==> src/rtl/spi_fifo_pkg.sv <==
package spi_fifo_pkg;
  typedef enum logic [2:0] {
    A_STAT = 3'd0,
    A_CTRL = 3'd1,
    A_BLEN = 3'd2,
    A_TXD  = 3'd3,
    A_RXD  = 3'd4
  } reg_addr_e;

  localparam int unsigned B_RX_EMPTY = 0;
  localparam int unsigned B_RX_FULL  = 1;
  localparam int unsigned B_TX_EMPTY = 2;
  localparam int unsigned B_TX_FULL  = 3;
  localparam int unsigned B_RX_UNF   = 4;
  localparam int unsigned B_RX_OVF   = 5;
  localparam int unsigned B_TX_UNF   = 6;
  localparam int unsigned B_TX_OVF   = 7;
  localparam int unsigned B_ERR      = 8;
  localparam int unsigned B_TX_FLUSH = 14;
  localparam int unsigned B_RX_FLUSH = 15;
  localparam int unsigned B_TX_FREE  = 16;
  localparam int unsigned B_RX_FILL  = 23;
  localparam int unsigned B_DONE     = 30;
  localparam int unsigned CNT_FW     = 7;

  localparam int unsigned C_TX_TRIG  = 15;
  localparam int unsigned C_RX_TRIG  = 19;
  localparam int unsigned C_IE_TX    = 28;
  localparam int unsigned C_IE_RX    = 29;
  localparam int unsigned C_DMA      = 31;

  function automatic logic [4:0] trig_to_thr(input logic [1:0] code);
    case (code)
      2'd0:    return 5'd1;
      2'd1:    return 5'd4;
      2'd2:    return 5'd8;
      default: return 5'd16;
    endcase
  endfunction
endpackage

==> src/rtl/spi_sfifo.sv <==
module spi_sfifo #(
  parameter int unsigned WIDTH = 32,
  parameter int unsigned DEPTH = 64,
  localparam int unsigned AW = $clog2(DEPTH),
  localparam int unsigned CW = $clog2(DEPTH + 1)
) (
  input  logic             clk_i,
  input  logic             rst_ni,
  input  logic             flush_i,
  input  logic             push_i,
  input  logic             pop_i,
  input  logic [WIDTH-1:0] wdata_i,
  output logic [WIDTH-1:0] rdata_o,
  output logic [CW-1:0]    count_o
);
  logic [WIDTH-1:0] mem_q [DEPTH];
  logic [AW-1:0]    wr_ptr_q, rd_ptr_q;
  logic [CW-1:0]    cnt_q;
  logic             do_push, do_pop;

  function automatic logic [AW-1:0] ptr_inc(input logic [AW-1:0] p);
    return (p == AW'(DEPTH - 1)) ? '0 : p + 1'b1;
  endfunction

  assign do_push = push_i && (cnt_q != CW'(DEPTH));
  assign do_pop  = pop_i && (cnt_q != '0);

  always_ff @(posedge clk_i) begin
    if (do_push && !flush_i) mem_q[wr_ptr_q] <= wdata_i;
  end

  always_ff @(posedge clk_i or negedge rst_ni) begin
    if (!rst_ni) begin
      wr_ptr_q <= '0;
      rd_ptr_q <= '0;
      cnt_q    <= '0;
    end else if (flush_i) begin
      wr_ptr_q <= '0;
      rd_ptr_q <= '0;
      cnt_q    <= '0;
    end else begin
      if (do_push) wr_ptr_q <= ptr_inc(wr_ptr_q);
      if (do_pop)  rd_ptr_q <= ptr_inc(rd_ptr_q);
      case ({do_push, do_pop})
        2'b10:   cnt_q <= cnt_q + 1'b1;
        2'b01:   cnt_q <= cnt_q - 1'b1;
        default: cnt_q <= cnt_q;
      endcase
    end
  end

  assign rdata_o = mem_q[rd_ptr_q];
  assign count_o = cnt_q;
endmodule

==> src/rtl/spi_xfer_track.sv <==
module spi_xfer_track #(
  parameter int unsigned LEN_W = 16,
  parameter int unsigned CW    = 7
) (
  input  logic             clk_i,
  input  logic             rst_ni,
  input  logic             start_i,
  input  logic [LEN_W-1:0] len_i,
  input  logic             active_i,
  input  logic             tx_push_i,
  input  logic             tx_pop_i,
  input  logic [CW-1:0]    tx_free_i,
  input  logic [CW-1:0]    rx_count_i,
  input  logic [CW-1:0]    tx_thr_i,
  input  logic [CW-1:0]    rx_thr_i,
  output logic             tx_req_o,
  output logic             rx_req_o,
  output logic             done_o
);
  // fill_q: words still to be loaded; send_q: words still to be consumed by the engine
  logic [LEN_W-1:0] fill_q, send_q;

  always_ff @(posedge clk_i or negedge rst_ni) begin
    if (!rst_ni) begin
      fill_q <= '0;
      send_q <= '0;
    end else if (start_i) begin
      fill_q <= len_i;
      send_q <= len_i;
    end else begin
      if (active_i && tx_push_i && fill_q != '0) fill_q <= fill_q - 1'b1;
      if (active_i && tx_pop_i && send_q != '0)  send_q <= send_q - 1'b1;
    end
  end

  assign tx_req_o = active_i && (fill_q != '0) && (tx_free_i >= tx_thr_i);
  assign rx_req_o = active_i && (rx_count_i >= rx_thr_i);
  assign done_o   = active_i && tx_pop_i && !start_i && (send_q == LEN_W'(1));
endmodule

==> src/rtl/spi_fifo_ctrl.sv <==
module spi_fifo_ctrl
  import spi_fifo_pkg::*;
#(
  parameter int unsigned DATA_W = 32,
  parameter int unsigned DEPTH  = 64,
  parameter int unsigned LEN_W  = 16
) (
  input  logic              clk_i,
  input  logic              rst_ni,
  input  logic              reg_valid_i,
  output logic              reg_ready_o,
  input  logic              reg_write_i,
  input  logic [2:0]        reg_addr_i,
  input  logic [DATA_W-1:0] reg_wdata_i,
  output logic [DATA_W-1:0] reg_rdata_o,
  input  logic              eng_tx_pop_i,
  output logic [DATA_W-1:0] eng_tx_data_o,
  input  logic              eng_rx_push_i,
  input  logic [DATA_W-1:0] eng_rx_data_i,
  output logic              tx_dma_req_o,
  output logic              rx_dma_req_o,
  output logic              irq_o
);
  localparam int unsigned CW = $clog2(DEPTH + 1);

  logic wr_en, rd_en;
  logic wr_stat, wr_ctrl, wr_blen, wr_txd, rd_rxd;
  logic [CW-1:0] tx_cnt, rx_cnt, tx_free;
  logic tx_full, tx_empty, rx_full, rx_empty;
  logic tx_push, tx_pop, rx_push, rx_pop, tx_flush, rx_flush;
  logic [DATA_W-1:0] rx_head;

  logic [1:0] tx_trig_q, rx_trig_q;
  logic ie_tx_q, ie_rx_q, dma_en_q;
  logic [LEN_W-1:0] blen_q;
  logic rx_unf_q, rx_ovf_q, tx_unf_q, tx_ovf_q, err_q, done_q;
  logic set_rx_unf, set_rx_ovf, set_tx_unf, set_tx_ovf, done_pulse, start;
  logic [DATA_W-1:0] stat_w, ctrl_w;

  assign reg_ready_o = 1'b1;
  assign wr_en   = reg_valid_i && reg_write_i;
  assign rd_en   = reg_valid_i && !reg_write_i;
  assign wr_stat = wr_en && (reg_addr_i == A_STAT);
  assign wr_ctrl = wr_en && (reg_addr_i == A_CTRL);
  assign wr_blen = wr_en && (reg_addr_i == A_BLEN);
  assign wr_txd  = wr_en && (reg_addr_i == A_TXD);
  assign rd_rxd  = rd_en && (reg_addr_i == A_RXD);

  assign tx_full  = (tx_cnt == CW'(DEPTH));
  assign tx_empty = (tx_cnt == '0);
  assign rx_full  = (rx_cnt == CW'(DEPTH));
  assign rx_empty = (rx_cnt == '0);
  assign tx_free  = CW'(DEPTH) - tx_cnt;

  assign tx_flush = wr_stat && reg_wdata_i[B_TX_FLUSH];
  assign rx_flush = wr_stat && reg_wdata_i[B_RX_FLUSH];
  assign tx_push  = wr_txd && !tx_full;
  assign tx_pop   = eng_tx_pop_i && !tx_empty;
  assign rx_push  = eng_rx_push_i && !rx_full;
  assign rx_pop   = rd_rxd && !rx_empty;

  assign set_tx_ovf = wr_txd && tx_full;
  assign set_tx_unf = eng_tx_pop_i && tx_empty;
  assign set_rx_ovf = eng_rx_push_i && rx_full;
  assign set_rx_unf = rd_rxd && rx_empty;

  spi_sfifo #(.WIDTH(DATA_W), .DEPTH(DEPTH)) u_tx_q (
    .clk_i, .rst_ni,
    .flush_i (tx_flush),
    .push_i  (tx_push),
    .pop_i   (tx_pop),
    .wdata_i (reg_wdata_i),
    .rdata_o (eng_tx_data_o),
    .count_o (tx_cnt)
  );

  spi_sfifo #(.WIDTH(DATA_W), .DEPTH(DEPTH)) u_rx_q (
    .clk_i, .rst_ni,
    .flush_i (rx_flush),
    .push_i  (rx_push),
    .pop_i   (rx_pop),
    .wdata_i (eng_rx_data_i),
    .rdata_o (rx_head),
    .count_o (rx_cnt)
  );

  assign start = wr_ctrl && reg_wdata_i[C_DMA];

  spi_xfer_track #(.LEN_W(LEN_W), .CW(CW)) u_track (
    .clk_i, .rst_ni,
    .start_i    (start),
    .len_i      (blen_q),
    .active_i   (dma_en_q),
    .tx_push_i  (tx_push),
    .tx_pop_i   (tx_pop),
    .tx_free_i  (tx_free),
    .rx_count_i (rx_cnt),
    .tx_thr_i   (CW'(trig_to_thr(tx_trig_q))),
    .rx_thr_i   (CW'(trig_to_thr(rx_trig_q))),
    .tx_req_o   (tx_dma_req_o),
    .rx_req_o   (rx_dma_req_o),
    .done_o     (done_pulse)
  );

  always_ff @(posedge clk_i or negedge rst_ni) begin
    if (!rst_ni) begin
      tx_trig_q <= '0;
      rx_trig_q <= '0;
      ie_tx_q   <= 1'b0;
      ie_rx_q   <= 1'b0;
      dma_en_q  <= 1'b0;
      blen_q    <= '0;
    end else begin
      if (wr_ctrl) begin
        tx_trig_q <= reg_wdata_i[C_TX_TRIG +: 2];
        rx_trig_q <= reg_wdata_i[C_RX_TRIG +: 2];
        ie_tx_q   <= reg_wdata_i[C_IE_TX];
        ie_rx_q   <= reg_wdata_i[C_IE_RX];
        dma_en_q  <= reg_wdata_i[C_DMA];
      end else if (done_pulse) begin
        dma_en_q  <= 1'b0;
      end
      if (wr_blen) blen_q <= reg_wdata_i[LEN_W-1:0];
    end
  end

  // sticky flags: a new event in the same cycle wins over a clear
  always_ff @(posedge clk_i or negedge rst_ni) begin
    if (!rst_ni) begin
      rx_unf_q <= 1'b0;
      rx_ovf_q <= 1'b0;
      tx_unf_q <= 1'b0;
      tx_ovf_q <= 1'b0;
      err_q    <= 1'b0;
      done_q   <= 1'b0;
    end else begin
      rx_unf_q <= set_rx_unf | (rx_unf_q & ~(wr_stat & reg_wdata_i[B_RX_UNF]));
      rx_ovf_q <= set_rx_ovf | (rx_ovf_q & ~(wr_stat & reg_wdata_i[B_RX_OVF]));
      tx_unf_q <= set_tx_unf | (tx_unf_q & ~(wr_stat & reg_wdata_i[B_TX_UNF]));
      tx_ovf_q <= set_tx_ovf | (tx_ovf_q & ~(wr_stat & reg_wdata_i[B_TX_OVF]));
      err_q    <= (set_rx_unf | set_rx_ovf | set_tx_unf | set_tx_ovf)
                | (err_q & ~(wr_stat & reg_wdata_i[B_ERR]));
      done_q   <= done_pulse | (done_q & ~(wr_stat & reg_wdata_i[B_DONE]));
    end
  end

  always_comb begin
    stat_w = '0;
    stat_w[B_RX_EMPTY] = rx_empty;
    stat_w[B_RX_FULL]  = rx_full;
    stat_w[B_TX_EMPTY] = tx_empty;
    stat_w[B_TX_FULL]  = tx_full;
    stat_w[B_RX_UNF]   = rx_unf_q;
    stat_w[B_RX_OVF]   = rx_ovf_q;
    stat_w[B_TX_UNF]   = tx_unf_q;
    stat_w[B_TX_OVF]   = tx_ovf_q;
    stat_w[B_ERR]      = err_q;
    stat_w[B_TX_FREE +: CNT_FW] = CNT_FW'(tx_free);
    stat_w[B_RX_FILL +: CNT_FW] = CNT_FW'(rx_cnt);
    stat_w[B_DONE]     = done_q;
  end

  always_comb begin
    ctrl_w = '0;
    ctrl_w[C_TX_TRIG +: 2] = tx_trig_q;
    ctrl_w[C_RX_TRIG +: 2] = rx_trig_q;
    ctrl_w[C_IE_TX]        = ie_tx_q;
    ctrl_w[C_IE_RX]        = ie_rx_q;
    ctrl_w[C_DMA]          = dma_en_q;
  end

  always_comb begin
    reg_rdata_o = '0;
    if (rd_en) begin
      case (reg_addr_i)
        A_STAT:  reg_rdata_o = stat_w;
        A_CTRL:  reg_rdata_o = ctrl_w;
        A_BLEN:  reg_rdata_o = DATA_W'(blen_q);
        A_RXD:   reg_rdata_o = rx_empty ? '0 : rx_head;
        default: reg_rdata_o = '0;
      endcase
    end
  end

  assign irq_o = (ie_tx_q & (tx_unf_q | tx_ovf_q))
               | (ie_rx_q & (rx_unf_q | rx_ovf_q))
               | ((ie_tx_q | ie_rx_q) & done_q);
endmodule

==> config.mk <==
export PLATFORM = sky130hd
export DESIGN_NAME = spi_fifo_ctrl
export DESIGN_NICKNAME = d
export VERILOG_FILES = /design/src/rtl/spi_fifo_pkg.sv /design/src/rtl/spi_sfifo.sv /design/src/rtl/spi_xfer_track.sv /design/src/rtl/spi_fifo_ctrl.sv
export SDC_FILE = /design/constraint.sdc
export NUM_CORES = 2
export LEC_CHECK = 0
export BUFFER_PORTS_ARGS = -buffer_cell sky130_fd_sc_hd__buf_2
export CORE_MARGIN = 2
export CORE_UTILIZATION = 51
export DETAILED_ROUTE_END_ITERATION = 16
export GPL_TIMING_DRIVEN = 0
export PLACE_DENSITY = 0.66
export SLEW_MARGIN = 0
export SYNTH_ARGS = -nofsm -noshare
export SYNTH_HDL_FRONTEND = slang
export SYNTH_SLANG_ARGS = --single-unit
==> constraint.sdc <==
create_clock -name clk_i -period 8.6 [get_ports clk_i]
set_input_delay 1.29 -clock clk_i [delete_from_list [all_inputs] [get_ports clk_i]]
set_output_delay 1.29 -clock clk_i [all_outputs]
set_load 0.03 [all_outputs]
**Word-level counts from Yosys, hierarchy flattened**

Memories as Yosys holds them, arrays and structs flattened.
Index checks and enable logic that the tools add are counted.

- Bits in registers: 99
- Memory bits (writable): 4096
- Output and inout port bits: 68
- Memories kept: 2

Memories:

| memory | words | bits a word | rd ports | clocked after memory_dff | wr ports | line | text |
|---|---|---|---|---|---|---|---|
| u_rx_q.mem_q | 64 | 32 | 1 | 0 | 1 | spi_sfifo.sv:16 | `logic [WIDTH-1:0] mem_q [DEPTH];` |
| u_tx_q.mem_q | 64 | 32 | 1 | 0 | 1 | spi_sfifo.sv:16 |  |

- Add/sub/neg operators: 11
- Order comparisons: 2
- Equal/unequal tests: 21
- Muxes and demuxes: 31
- Bitwise operators: 35
- Reductions and logical operators: 59

Operators by type and width:

| operator | number |
|---|---|
| $pmux W32 S4 | 1 |
| $mux W6 | 12 |
| $mux W16 | 4 |
| $mux W32 | 2 |
| $logic_and A1 B1 Y1 | 33 |
| $reduce_bool A16 Y1 | 2 |
| $sub A16 B1 Y16 const B | 2 |
| $pmux W5 S3 | 2 |
| $pmux W7 S2 | 2 |
| $add A6 B1 Y6 const B | 4 |
| $eq A6 B6 Y1 const B | 4 |
| $eq A16 B1 Y1 const B | 1 |
| $and A1 B1 Y1 | 15 |
| $add A7 B1 Y7 const B | 2 |
| $eq A7 B7 Y1 const B | 2 |
| $ge A7 B5 Y1 | 2 |
| $logic_not A7 Y1 | 2 |
| $mux W7 | 2 |
| $ne A7 B7 Y1 const B | 2 |
| $or A1 B1 Y1 | 14 |
| $reduce_bool A2 Y1 | 7 |
| $reduce_bool A7 Y1 | 2 |
| $sub A7 B1 Y7 const B | 2 |
| $eq A2 B1 Y1 const B | 4 |
| other kinds (11) | 34 |

**Longest topological paths before layout**

- Word-level depth: 8
- Gate-level depth with buffers: 13
- Mapped depth without buffers: 11

**Hierarchy**

From an unflattened synthesis, not the netlist that was laid out.

- Cells, all modules: 7830
- Area total of the unflattened synthesis: 163434.2 µm²

By module, submodules not included:

| module | instances | cells an instance | area each (µm²) |
|---|---|---|---|
| spi_sfifo | 2 | 3683 | 79517.5 |
| spi_xfer_track | 1 | 252 | 2368.5 |
| spi_fifo_ctrl | 1 | 212 | 2030.7 |

**Least setup slack after synthesis**

Ideal clock, no wire load.

- Path type: input to register
- From: in reg_write_i
- To: mem u_rx_q.mem_q[15][0], enable pin
- Library setup time: 0.502 ns
- Arrival time: 5.047 ns
- Setup slack: 3.052 ns
- Stages: 4
- Cell sequence: and3b_1 -> and3_1 -> clkbuf_1 -> nor4_1

- Word-level cells in the longest chain between the ends: 7

Ends and longest elaborated chain:

| element | line | text |
|---|---|---|
| from (decl) | spi_fifo_ctrl.sv:12 | `input logic reg_write_i,` |
| $logic_and A1 B1 Y1 | spi_fifo_ctrl.sv:41 | `assign wr_en = reg_valid_i && reg_write_i;` |
| $logic_and A1 B1 Y1 | spi_fifo_ctrl.sv:43 | `assign wr_stat = wr_en && (reg_addr_i == A_STAT);` |
| $logic_and A1 B1 Y1 | spi_fifo_ctrl.sv:56 | `assign rx_flush = wr_stat && reg_wdata_i[B_RX_FLUSH];` |
| $logic_not A1 Y1 | spi_sfifo.sv:29 | `if (do_push && !flush_i) mem_q[wr_ptr_q] <= wdata_i;` |
| $logic_and A1 B1 Y1 | spi_sfifo.sv:29 |  |
| $mux W1 | spi_sfifo.sv:29 |  |
| $mux W1 (implied by the code) | spi_sfifo.sv:29 |  |
| to (decl) | spi_sfifo.sv:16 |  |

Every way passes these cells.

**Worst setup path in the final report**

- From: reg u_rx_q.rd_ptr_q[5]
- To: out reg_rdata_o[29]

- Word-level cells in the longest chain between the ends: 4

Ends and longest elaborated chain:

| element | line | text |
|---|---|---|
| from (decl) | spi_sfifo.sv:17 | `logic [AW-1:0] wr_ptr_q, rd_ptr_q;` |
| from (signal assigned) | spi_sfifo.sv:43 | `if (do_pop) rd_ptr_q <= ptr_inc(rd_ptr_q);` |
| $mem_v2 Z64 W32 | n/a |  |
| $mux W32 | spi_fifo_ctrl.sv:179 | `A_RXD: reg_rdata_o = rx_empty ? '0 : rx_head;` |
| $pmux W32 S4 | spi_fifo_ctrl.sv:175 | `case (reg_addr_i)` |
| $mux W32 | spi_fifo_ctrl.sv:174 | `if (rd_en) begin` |
| to (decl) | spi_fifo_ctrl.sv:15 | `output logic [DATA_W-1:0] reg_rdata_o,` |

Every way passes these cells.

==> flow_summary.toml <==
[floorplan]
core_area_um2 = 315000
num_io_pins = 141
num_rows = 206
start_util_pct = 51.4
dieArea_um2 = 322000
die_y_um = 568
fp.dieW_um = 568

[clocking]
clkLatencyLatePin_ns = 0.99
clockBufferDepth = 4
cts_sinks = 4195
cts_tree = "built"
cts_resized = 0
hold_buffers = 0
clk_pin_slew_ns = 0.06
htree_levels = 5
numCtsBuffers = 413
root_buffer = "clkbuf_16"
post_cts_buffers = 0

[cells_and_area]
mostFrequentLayoutCells = "4,096 x edfxtp_1, 1,134 x mux4_2, 422 x clkbuf_16"
drive_gt1_share_pct = 30.3
layout_commonest_cell = "edfxtp_1"
area_delta_synth_final_pct = 15.2
num-nets-final = 7995
fin_cells = 12400
final_area_um2 = 187000

[drt]
antenna_left = 0
drt_iter0_markers = 14600
num_vias = 85300
drc = 0
routed_wl_mm = 518
wire_per_inst_um = 41.7
via_per_inst = 6.86
first_pass_iters = 6

[grt]
grt_pass1_wl_mm = 697
antenna_found_initial = 53
grt_max_degree = 69
grt-ovfl-total = 0
grt.total_usage_pct = 32.0
grt_pass1_vias = 82800

[hold_path]
hp-class = "primary input to async pin"

[synth]
yosys_register_bits = 4195
syn_area_per_cell_um2 = 22.7
ys_seq_area_share_pct = 77.4
synth_edf_count = 4096
synth-main-ff-cell = "edfxtp_1"
async_reset_ff_share_pct = 2.36
post_synth_num_cell_types = 85
syn_inst = 7144
syn_area_um2 = 162000
syn_nets = 7235
ys_warn_count = 0

[power_and_ir_drop]
total_power_mw = 57.7
p_clk_share_pct = 31.6
power_frac_seq_pct = 40.1
p_int_mw = 39.4
p_switching_mw = 18.3
p_sw_share_pct = 31.7
pwr-share-comb_pct = 28.2
irDropWorstVdd_mv = 0.235
total_leakage_power_nw = 58.0
power.density_nw_per_um2 = 309

[placement]
port_buffers = 137
dp_hpwl_mm = 337
place_ws_ns = 1.79
placed_area_um2 = 173000
gp_congestion = 0.936
dp_cells = 11600

[status]
violations = "capacitance limit, slew limit"
status = "complete, but fails checks"

[timing]
fmax_mhz = 125
timing.final.ws_setup_ns = 0.609
fin_crit_ns = 7.99
fin_crit_sh_pct = 92.9
setup_viol = 0
worstMarginPinSlew_ns = 1.60
rsz0062_at_grt = "no"
hold_viol_final = 0
drv_slew = 30
slew_headroom_pct = -7.27
clock_skew_ns = 0.0535

[worst_setup_path]
required_ns = 7.31
worstSetupEndpointType = "primary output"
crit_path_max_fanout = 10
worstPathArrival_ns = 6.70
worstSetupPathType = "flip-flop to primary output"
start_kind = "flip-flop"

[flow_run]
cap_violations = 5
==> power by group through the flow <==
| stage | Combinational (mW) | Clock [mW] | Sequential (mW) |
|---|---|---|---|
| 2_1_floorplan | 9.35 | 0 | 23.5 |
| 3_3_place_gp | 15.7 | 0 | 23.6 |
| 3_5_place_dp | 16.0 | 0 | 23.6 |
| 4_1_cts | 16.1 | 18.3 | 23.1 |
| 5_1_grt | 16.6 | 19.1 | 23.2 |
| 6_report | 16.3 | 18.3 | 23.2 |
==> critical path, cell delays in order (launching register included) <==
cell and delay [ns]:
dfrtp_1 0.57, clkbuf_1 0.65, nand2_1 0.47, nor3_1 1.05
clkbuf_1 1.14, a22oi_1 0.62, o21ai_1 0.83, buf_2 0.36
==> state kept, by name, indices dropped and copies added (netlist names), 6 cells and up <==
name / count
blen_q: 16
u_rx_q.count_o: 7
u_rx_q.mem_q: 2048
u_rx_q.rd_ptr_q: 6
u_rx_q.wr_ptr_q: 6
u_track.fill_q: 16
u_track.send_q: 16
u_tx_q.count_o: 7
u_tx_q.mem_q: 2048
u_tx_q.rd_ptr_q: 6
u_tx_q.wr_ptr_q: 6
==> cell families after synthesis <==
group / synth area share [%]
buffers and inverters: 1.24
AOI/OAI and AO/OA: 2.13
xor gates and xnor gates: 0.227
muxes: 16.9
and+or+nand+nor: 1.89
other: 0.00231
DFF: 77.4
adders and majority gates: 0.139
==> stage by stage <==
step / utilization [%] / setup TNS [ns] / hold slack (ns)
2_1_floorplan: - / 0 / 0.456
3_3_place_gp: 53.2 / -259.19 / 0.489
3_5_place_dp: 54.9 / 0 / 0.506
4_1_cts: 59.2 / 0 / 0.373
5_1_grt: 59.2 / 0 / 0.421
6_report: 59.2 / 0 / 0.389
==> final timing paths <==
path | startpoint | end | slack (ns) | cells after the start
max | u_rx_q.rd_ptr_q[5]$_DFFE_PN0P_ | reg_rdata_o[29] | 0.61 | 7
min | rst_ni | u_tx_q.wr_ptr_q[2]$_DFFE_PN0P_ | 0.39 | 1
max reg2reg | u_tx_q.count_o[1]$_DFFE_PN0P_ | u_tx_q.mem_q[21][18]$_DFFE_PP_ | 3.79 | 9
min reg2reg | rx_ovf_q$_DFF_PN0_ | rx_ovf_q$_DFF_PN0_ | 0.52 | 2
max in group asynchronous | rst_ni | u_track.send_q[4]$_DFFE_PN0P_ | 7.45 | 2
min in group clk_i | rx_ovf_q$_DFF_PN0_ | rx_ovf_q$_DFF_PN0_ | 0.52 | 2
==> synthesized netlist by cell type, types with 4 or more instances <==
master,n,share of area (%)
nand3b_1,10,0.046
o311ai_1,5,0.027
nand4_1,10,0.039
o21ai_0,62,0.19
buf_8,6,0.056
a221oi_1,14,0.076
o211ai_1,12,0.056
xnor2_1,20,0.11
a21boi_0,5,0.023
dfrtp_1,99,1.5
inv_1,20,0.046
nor4_1,11,0.042
buf_4,40,0.19
a31oi_1,10,0.039
buf_6,14,0.097
mux2i_1,119,0.74
nor3_1,29,0.090
a211o_1,4,0.022
nand2b_1,16,0.062
nand3_1,58,0.18
or2_2,5,0.019
mux2_2,62,0.43
nand2_1,165,0.38
a21oi_1,109,0.34
nor2b_1,47,0.18
and3_1,12,0.046
a2111oi_0,4,0.022
ha_1,18,0.14
o22ai_1,81,0.31
nand4b_1,4,0.022
or3_1,16,0.062
mux4_2,1134,16
buf_2,131,0.40
a211oi_1,32,0.15
o31ai_1,10,0.046
a32oi_1,9,0.049
edfxtp_1,4096,76
clkbuf_1,146,0.34
xor2_1,22,0.12
nor2_1,241,0.56
buf_1,47,0.11
o221ai_1,14,0.076
or3b_2,4,0.022
a22oi_1,103,0.48
and2_1,11,0.042
==> area by class of cell <==
type,instances,area [um2]
antenna,25,62.6
buffer,385,1950
clock buffer,502,10900
clock inverter,259,2680
fill,21900,129000
inverter,21,78.8
multi-input combinational,2543,35500
sequential,4195,125000
tap,4160,5200
timing repair buffer,345,4890
==> metal layers <==
layer	global-route usage, %	vias to the layer above	wire length (um)
met2	50.2	6723	244000
met5	0.149	-	228
met3	8.20	1573	61000
met4	20.0	28	38700
met1	40.1	45000	174000
li1	-	32000	-
(Power assumes the default switching activity.)
